[config.mk]
export PLATFORM = sky130hd
export DESIGN_NAME = dpot_cmd_slave
export DESIGN_NICKNAME = d
export VERILOG_FILES = /design/src/rtl/dpot_cmd_pkg.sv /design/src/rtl/dpot_bus_sync.sv /design/src/rtl/dpot_cond_detect.sv /design/src/rtl/dpot_frame_fsm.sv /design/src/rtl/dpot_cmd_slave.sv
export SDC_FILE = /design/constraint.sdc
export NUM_CORES = 1
export LEC_CHECK = 0
export BUFFER_PORTS_ARGS = -buffer_cell sky130_fd_sc_hd__buf_2
export CORE_UTILIZATION = 56
export DETAILED_ROUTE_END_ITERATION = 10
export PLACE_DENSITY = 0.78
export SYNTH_ARGS = -nofsm -noshare
export SYNTH_HDL_FRONTEND = slang
export SYNTH_HIERARCHICAL = 1
export SYNTH_SLANG_ARGS = --single-unit
[constraint.sdc]
create_clock -name clk -period 2.9 [get_ports clk]
set_input_delay 0.29 -clock clk [delete_from_list [all_inputs] [get_ports clk]]
set_output_delay 0.29 -clock clk [all_outputs]
set_load 0.01 [all_outputs]
[src/rtl/dpot_cmd_pkg.sv]
// Shared constants and types for the potentiometer command decoder.
// Assumes byte-wide bus transfers and a fixed four-bit device identity.
package dpot_cmd_pkg;

    localparam int BYTE_W = 8;
    localparam int OP_W   = 4;
    localparam int SEL_W  = 2;
    localparam int POT_W  = 2;
    localparam int ADDR_W = 3;
    localparam int ID_W   = BYTE_W - ADDR_W - 1;

    localparam logic [ID_W-1:0] DEV_ID = 4'b0101;

    // Opcode values accepted in the instruction byte
    typedef enum logic [OP_W-1:0] {
        OP_STEP       = 4'b0010,
        OP_RD_WIPER   = 4'b1001,
        OP_WR_WIPER   = 4'b1010,
        OP_RD_STORE   = 4'b1011,
        OP_WR_STORE   = 4'b1100,
        OP_LOAD_WIPER = 4'b1101,
        OP_SAVE_WIPER = 4'b1110
    } op_e;

    // Field view of the address byte, MSB first on the wire
    typedef struct packed {
        logic [ID_W-1:0]   id;
        logic [ADDR_W-1:0] pins;
        logic              dir;
    } addr_byte_t;

    // Field view of the instruction byte, MSB first on the wire
    typedef struct packed {
        logic [OP_W-1:0]  op;
        logic [SEL_W-1:0] sel;
        logic [POT_W-1:0] pot;
    } instr_byte_t;

    typedef enum logic [3:0] {
        ST_IDLE,
        ST_ADDR,
        ST_ADDR_ACK,
        ST_INSTR,
        ST_INSTR_ACK,
        ST_WDATA,
        ST_WDATA_ACK,
        ST_RDATA,
        ST_RD_ACK,
        ST_RD_RELOAD,
        ST_STEP,
        ST_PARK
    } frame_state_e;

    // True for the seven opcodes the decoder recognises
    function automatic logic op_known(input logic [OP_W-1:0] op);
        case (op)
            OP_STEP, OP_RD_WIPER, OP_WR_WIPER, OP_RD_STORE,
            OP_WR_STORE, OP_LOAD_WIPER, OP_SAVE_WIPER: return 1'b1;
            default:                                   return 1'b0;
        endcase
    endfunction

endpackage

[src/rtl/dpot_bus_sync.sv]
// Multi-stage synchroniser for asynchronous bus lines.
// Assumes STAGES >= 2; lines reset to the idle-high bus level.
module dpot_bus_sync #(
    parameter int LINES  = 2,
    parameter int STAGES = 2
) (
    input  logic             clk,
    input  logic             rst_n,
    input  logic [LINES-1:0] raw,
    output logic [LINES-1:0] synced
);

    genvar g;
    generate
        for (g = 0; g < LINES; g++) begin : g_line
            logic [STAGES-1:0] pipe;

            // Shift the raw level through the flop chain
            always_ff @(posedge clk) begin
                if (!rst_n) begin
                    pipe <= '1;
                end else begin
                    pipe <= {pipe[STAGES-2:0], raw[g]};
                end
            end

            assign synced[g] = pipe[STAGES-1];
        end
    endgenerate

endmodule

[src/rtl/dpot_cond_detect.sv]
// Edge and bus-condition detector on synchronised clock and data lines.
// Assumes both inputs share the same synchroniser latency.
module dpot_cond_detect (
    input  logic clk,
    input  logic rst_n,
    input  logic scl_s,
    input  logic sda_s,
    output logic scl_rise,
    output logic scl_fall,
    output logic start_p,
    output logic stop_p,
    output logic sda_lvl
);

    logic scl_q;
    logic sda_q;

    // Hold the previous sample of both lines
    always_ff @(posedge clk) begin
        if (!rst_n) begin
            scl_q <= 1'b1;
            sda_q <= 1'b1;
        end else begin
            scl_q <= scl_s;
            sda_q <= sda_s;
        end
    end

    assign scl_rise = scl_s & ~scl_q;
    assign scl_fall = ~scl_s & scl_q;
    assign start_p  = scl_s & scl_q & sda_q & ~sda_s;
    assign stop_p   = scl_s & scl_q & ~sda_q & sda_s;
    assign sda_lvl  = sda_s;

endmodule

[src/rtl/dpot_frame_fsm.sv]
// Byte framing, address match, instruction decode, read serialiser and
// step mode. Assumes single-cycle edge pulses from the condition detector
// and that the data line only changes while the clock line is low.
module dpot_frame_fsm
    import dpot_cmd_pkg::*;
(
    input  logic              clk,
    input  logic              rst_n,
    input  logic              scl_rise,
    input  logic              scl_fall,
    input  logic              start_p,
    input  logic              stop_p,
    input  logic              sda_lvl,
    input  logic [ADDR_W-1:0] strap_addr,
    input  logic [BYTE_W-1:0] rd_data,
    output logic              sda_drive_low,
    output logic              cmd_valid,
    output logic [OP_W-1:0]   cmd_op,
    output logic [SEL_W-1:0]  cmd_reg,
    output logic [POT_W-1:0]  cmd_pot,
    output logic [BYTE_W-1:0] cmd_data,
    output logic              step_valid,
    output logic              step_up
);

    localparam int CNT_W = $clog2(BYTE_W + 1);
    localparam logic [CNT_W-1:0] FULL_CNT = CNT_W'(BYTE_W);

    frame_state_e      state;
    logic [CNT_W-1:0]  bit_cnt;
    logic [BYTE_W-1:0] shreg;
    logic [BYTE_W-1:0] txreg;
    logic              drive_q;
    logic [OP_W-1:0]   op_q;
    logic [SEL_W-1:0]  sel_q;
    logic [POT_W-1:0]  pot_q;
    logic [BYTE_W-1:0] data_q;
    logic              cmd_pulse;
    logic              step_pulse;
    logic              step_dir;
    logic              dir_latch;
    logic              step_armed;

    addr_byte_t  addr_view;
    instr_byte_t instr_view;
    logic        addr_hit;
    logic        instr_ok;

    // Field views of the received byte and the accept decisions
    always_comb begin
        addr_view  = addr_byte_t'(shreg);
        instr_view = instr_byte_t'(shreg);
        addr_hit   = (addr_view.id == DEV_ID) && (addr_view.pins == strap_addr)
                     && !addr_view.dir;
        instr_ok   = op_known(instr_view.op) && (instr_view.pot == '0);
    end

    // Protocol sequencer: one transition per bus event
    always_ff @(posedge clk) begin
        if (!rst_n) begin
            state      <= ST_IDLE;
            bit_cnt    <= '0;
            shreg      <= '0;
            txreg      <= '0;
            drive_q    <= 1'b0;
            op_q       <= '0;
            sel_q      <= '0;
            pot_q      <= '0;
            data_q     <= '0;
            cmd_pulse  <= 1'b0;
            step_pulse <= 1'b0;
            step_dir   <= 1'b0;
            dir_latch  <= 1'b0;
            step_armed <= 1'b0;
        end else begin
            cmd_pulse  <= 1'b0;
            step_pulse <= 1'b0;
            if (stop_p) begin
                state   <= ST_IDLE;
                drive_q <= 1'b0;
            end else if (start_p) begin
                state   <= ST_ADDR;
                bit_cnt <= '0;
                drive_q <= 1'b0;
            end else begin
                case (state)
                    ST_ADDR, ST_INSTR, ST_WDATA: begin
                        if (scl_rise && bit_cnt != FULL_CNT) begin
                            shreg   <= {shreg[BYTE_W-2:0], sda_lvl};
                            bit_cnt <= bit_cnt + 1'b1;
                        end else if (scl_fall && bit_cnt == FULL_CNT) begin
                            bit_cnt <= '0;
                            if (state == ST_ADDR) begin
                                if (addr_hit) begin
                                    drive_q <= 1'b1;
                                    state   <= ST_ADDR_ACK;
                                end else begin
                                    state <= ST_PARK;
                                end
                            end else if (state == ST_INSTR) begin
                                if (instr_ok) begin
                                    drive_q <= 1'b1;
                                    op_q    <= instr_view.op;
                                    sel_q   <= instr_view.sel;
                                    pot_q   <= instr_view.pot;
                                    state   <= ST_INSTR_ACK;
                                end else begin
                                    state <= ST_PARK;
                                end
                            end else begin
                                drive_q   <= 1'b1;
                                data_q    <= shreg;
                                cmd_pulse <= 1'b1;
                                state     <= ST_WDATA_ACK;
                            end
                        end
                    end
                    ST_ADDR_ACK: begin
                        if (scl_fall) begin
                            drive_q <= 1'b0;
                            state   <= ST_INSTR;
                        end
                    end
                    ST_INSTR_ACK: begin
                        if (scl_fall) begin
                            drive_q <= 1'b0;
                            case (op_q)
                                OP_WR_WIPER, OP_WR_STORE: state <= ST_WDATA;
                                OP_RD_WIPER, OP_RD_STORE: begin
                                    txreg   <= rd_data;
                                    drive_q <= ~rd_data[BYTE_W-1];
                                    state   <= ST_RDATA;
                                end
                                OP_STEP: begin
                                    step_armed <= 1'b0;
                                    state      <= ST_STEP;
                                end
                                default: begin
                                    cmd_pulse <= 1'b1;
                                    state     <= ST_PARK;
                                end
                            endcase
                        end
                    end
                    ST_WDATA_ACK: begin
                        if (scl_fall) begin
                            drive_q <= 1'b0;
                            state   <= ST_PARK;
                        end
                    end
                    ST_RDATA: begin
                        if (scl_rise && bit_cnt != FULL_CNT) begin
                            bit_cnt <= bit_cnt + 1'b1;
                        end else if (scl_fall && bit_cnt == FULL_CNT) begin
                            bit_cnt <= '0;
                            drive_q <= 1'b0;
                            state   <= ST_RD_ACK;
                        end else if (scl_fall && bit_cnt != '0) begin
                            txreg   <= {txreg[BYTE_W-2:0], 1'b0};
                            drive_q <= ~txreg[BYTE_W-2];
                        end
                    end
                    ST_RD_ACK: begin
                        if (scl_rise) begin
                            state <= sda_lvl ? ST_PARK : ST_RD_RELOAD;
                        end
                    end
                    ST_RD_RELOAD: begin
                        if (scl_fall) begin
                            txreg   <= rd_data;
                            drive_q <= ~rd_data[BYTE_W-1];
                            state   <= ST_RDATA;
                        end
                    end
                    ST_STEP: begin
                        if (scl_rise) begin
                            dir_latch  <= sda_lvl;
                            step_armed <= 1'b1;
                        end else if (scl_fall && step_armed) begin
                            step_pulse <= 1'b1;
                            step_dir   <= dir_latch;
                            step_armed <= 1'b0;
                        end
                    end
                    default: ;
                endcase
            end
        end
    end

    assign sda_drive_low = drive_q;
    assign cmd_valid     = cmd_pulse;
    assign cmd_op        = op_q;
    assign cmd_reg       = sel_q;
    assign cmd_pot       = pot_q;
    assign cmd_data      = data_q;
    assign step_valid    = step_pulse;
    assign step_up       = step_dir;

endmodule

[src/rtl/dpot_cmd_slave.sv]
// Top of the potentiometer command decoder: synchroniser, bus condition
// detector and framing sequencer. Assumes the system clock is fast enough
// that each bus clock phase spans several system cycles.
module dpot_cmd_slave
    import dpot_cmd_pkg::*;
#(
    parameter int SYNC_STAGES = 2
) (
    input  logic              clk,
    input  logic              rst_n,
    input  logic              scl_in,
    input  logic              sda_in,
    input  logic [ADDR_W-1:0] strap_addr,
    input  logic [BYTE_W-1:0] rd_data,
    output logic              sda_drive_low,
    output logic              cmd_valid,
    output logic [OP_W-1:0]   cmd_op,
    output logic [SEL_W-1:0]  cmd_reg,
    output logic [POT_W-1:0]  cmd_pot,
    output logic [BYTE_W-1:0] cmd_data,
    output logic              step_valid,
    output logic              step_up
);

    logic [1:0] lines_s;
    logic       scl_rise;
    logic       scl_fall;
    logic       start_p;
    logic       stop_p;
    logic       sda_lvl;

    dpot_bus_sync #(
        .LINES  (2),
        .STAGES (SYNC_STAGES)
    ) u_sync (
        .clk    (clk),
        .rst_n  (rst_n),
        .raw    ({sda_in, scl_in}),
        .synced (lines_s)
    );

    dpot_cond_detect u_cond (
        .clk      (clk),
        .rst_n    (rst_n),
        .scl_s    (lines_s[0]),
        .sda_s    (lines_s[1]),
        .scl_rise (scl_rise),
        .scl_fall (scl_fall),
        .start_p  (start_p),
        .stop_p   (stop_p),
        .sda_lvl  (sda_lvl)
    );

    dpot_frame_fsm u_fsm (
        .clk           (clk),
        .rst_n         (rst_n),
        .scl_rise      (scl_rise),
        .scl_fall      (scl_fall),
        .start_p       (start_p),
        .stop_p        (stop_p),
        .sda_lvl       (sda_lvl),
        .strap_addr    (strap_addr),
        .rd_data       (rd_data),
        .sda_drive_low (sda_drive_low),
        .cmd_valid     (cmd_valid),
        .cmd_op        (cmd_op),
        .cmd_reg       (cmd_reg),
        .cmd_pot       (cmd_pot),
        .cmd_data      (cmd_data),
        .step_valid    (step_valid),
        .step_up       (step_up)
    );

endmodule

==> results.sh <==
export IMPL_outcome="finished, final reports clean"
export IMPL_layout_nets=332
export IMPL_grt_ovfl_total=0
export IMPL_synth_area_um2=2570
export IMPL_synth_edf_count=0
export IMPL_cts_buffers=5
export IMPL_cts_resized_gates=0
export IMPL_finalHoldViolCount=0
export IMPL_grt_pass1_vias=2048
export IMPL_yosysUniqueCellTypes=58
export IMPL_power_density_nw_per_um2=438
export IMPL_synth_most_common_cell="dfxtp_1"
export IMPL_drt_initial_drc_count=196
export IMPL_syn_inst=281
export IMPL_multi_input_area_um2=1420
export IMPL_rsz0062_at_grt="false"
export IMPL_worstPathMaxFanout=21
export IMPL_arrival_ns=2.42
export IMPL_wl_per_cell_um=15.4
export IMPL_via_count=2197
export IMPL_synth_top_cell_by_area="dfxtp_1"
export IMPL_fp_dieW_um=69.7
export IMPL_die_h_um=69.7
export IMPL_vdd_ir_drop_max_mv=0.246
export IMPL_drc=0
export IMPL_drt_total_wl_um=5660
export IMPL_cts_sinks=51
export IMPL_seqCellArea_um2=1020
export IMPL_synth_area_top_cells="dfxtp_1 (40%), mux2i_1 (13%), nor2_1 (6.1%)"
export IMPL_setup_tns_ns=0
export IMPL_cp_required_ns=3.10
export IMPL_drv_cap=0
export IMPL_critPathCaptureType="flop"
export IMPL_insertion_delay_ns=0.30
export IMPL_synth_common_cells="dfxtp_1 (51), nor2_1 (42), mux2i_1 (33), nand2_1 (11), nand2b_1 (11)"
export IMPL_core_um2=4380
export IMPL_hpwl_um=3930
export IMPL_dr_pass1_iters=4
export IMPL_ys_async_sr_fraction=0
export IMPL_avgSynthCellArea_um2=9.14
export IMPL_min_path_type="input pin to flop"
export IMPL_grtUsageTotal=0.241
export IMPL_nFillCells=364
export IMPL_crit_path_start_kind="flop"
export IMPL_drv_slew=0
export IMPL_ctsRootBufferMaster="clkbuf_8"
export IMPL_relSlewSlack=0.555
export IMPL_clockBufferDepth=2
export IMPL_drive_gt1_frac=0.187
export IMPL_start_util=0.586
export IMPL_final_area_um2=2880
export IMPL_grt_pass1_wl_um=9440
export IMPL_syn_to_final_growth_pct=12.3
export IMPL_antenna_found_initial=0
export IMPL_drt_vias_per_instance=5.99
export IMPL_finalCritPeriodShare=0.765
export IMPL_cts_setup_buffers=0
export IMPL_antenna_left=0
export IMPL_die_area_um2=4860
export IMPL_place_area_um2=2780
export IMPL_portBuffers=34
export IMPL_skew_ns=0.00787
export IMPL_io_pins=35
export IMPL_place_congestion=0.980
export IMPL_ys_ff_latch=51
export IMPL_fin_crit_ns=2.22
export IMPL_yosys_warnings=6
export IMPL_grt_max_degree=28
export IMPL_rows=24
export IMPL_synth_main_ff_cell="dfxtp_1"
export IMPL_leakage_nw=1.16
export IMPL_tightest_slew_ns=0.666
export IMPL_seq_area_frac_synth=0.398
export IMPL_cts_hold_buf=0
export IMPL_crit_type="flop to flop"
export IMPL_cts_tree="yes"
export IMPL_htreeDepth=2
export IMPL_setup_violations_final=0
export IMPL_synthDominantCellAreaShare=0.398
export IMPL_diodes=0
export IMPL_clk_transition_reported_paths_ns=0.08
export IMPL_fmax_mhz=450
export IMPL_syn_nets=298
layout make-up:
class / count / area share
Clock buffer: 6 / 0.0252
Sequential cell: 51 / 0.354
Timing Repair Buffer: 43 / 0.0825
Inverter: 10 / 0.0130
Multi-Input combinational cell: 204 / 0.492
Tap cell: 52 / 0.0226
Clock inverter: 1 / 0.0104
per-layer routing:
metal | vias to the layer above | track usage | part of all wire
li1 | 1075 | - | -
met2 | 81 | 0.374 | 0.44
met4 | 0 | 0.0933 | 0.021
met3 | 13 | 0.0538 | 0.060
met5 | - | 0 | 0
met1 | 1028 | 0.327 | 0.47
cells by family (layout without fill, tap and decap cells):
kind of cell,count (synthesis),in the layout,synth area share
compound gates,52,52,0.156
simple gates,112,112,0.241
fa+ha+maj,2,2,0.00975
xor+xnor,5,5,0.0171
mux,33,33,0.129
buf+inv,26,60,0.0497
flops,51,51,0.398
through the flow:
stage | worst slack, ns | util | power [mW] | hold WS [ns] | std cells
after global routing | 0.563 | 0.658 | 1.31 | 0.168 | 367
after global placement | 0.735 | 0.634 | 0.802 | 0.390 | 360
after CTS | 0.701 | 0.658 | 1.27 | 0.160 | 367
after floorplan | 0.702 | - | 0.778 | 0.363 | 281
final | 0.680 | 0.658 | 1.26 | 0.165 | 367
after detailed placement | 0.716 | 0.634 | 0.803 | 0.397 | 360
path summary, 6_finish.rpt:
check | slack (ns) | end | cells after the start | from
min | 0.17 | u_sync/g_line[0].pipe[0] | 2 | scl_in
min reg2reg | 0.41 | u_sync/g_line[0].pipe[1] | 1 | u_sync/g_line[0].pipe[0]
max reg2reg | 0.68 | u_fsm/txreg[0] | 7 | u_fsm/state[3]
max | 0.68 | u_fsm/txreg[0] | 7 | u_fsm/state[3]
critical path, stage by stage, from the launching register on:
cell and delay (ns):
dfxtp_1 0.76, nand4b_1 0.20, buf_4 0.21, a21oi_1 0.09, a2111oi_4 0.35, buf_4 0.26, mux2i_1 0.21, nor2_1 0.05
power by group:
part | internal (mW) | switching (mW) | leakage (nW)
Sequential | 0.705 | 0.00609 | 0.412
Combinational | 0.0295 | 0.0468 | 0.701
Clock | 0.253 | 0.223 | 0.0513
Total | 0.988 | 0.276 | 1.16
layout by cell type, fill, tap and decap left out, drive strengths merged, types with 7 or more instances in the layout:
cell / synthesis / final
a21oi: 10 / 10
a211oi: 8 / 8
nor2: 42 / 42
buf: 8 / 43
nand2b: 11 / 11
o21ai: 7 / 7
mux2i: 33 / 33
nand2: 12 / 12
dfxtp: 51 / 51
inv: 9 / 9
(Power assumes the default switching activity.)
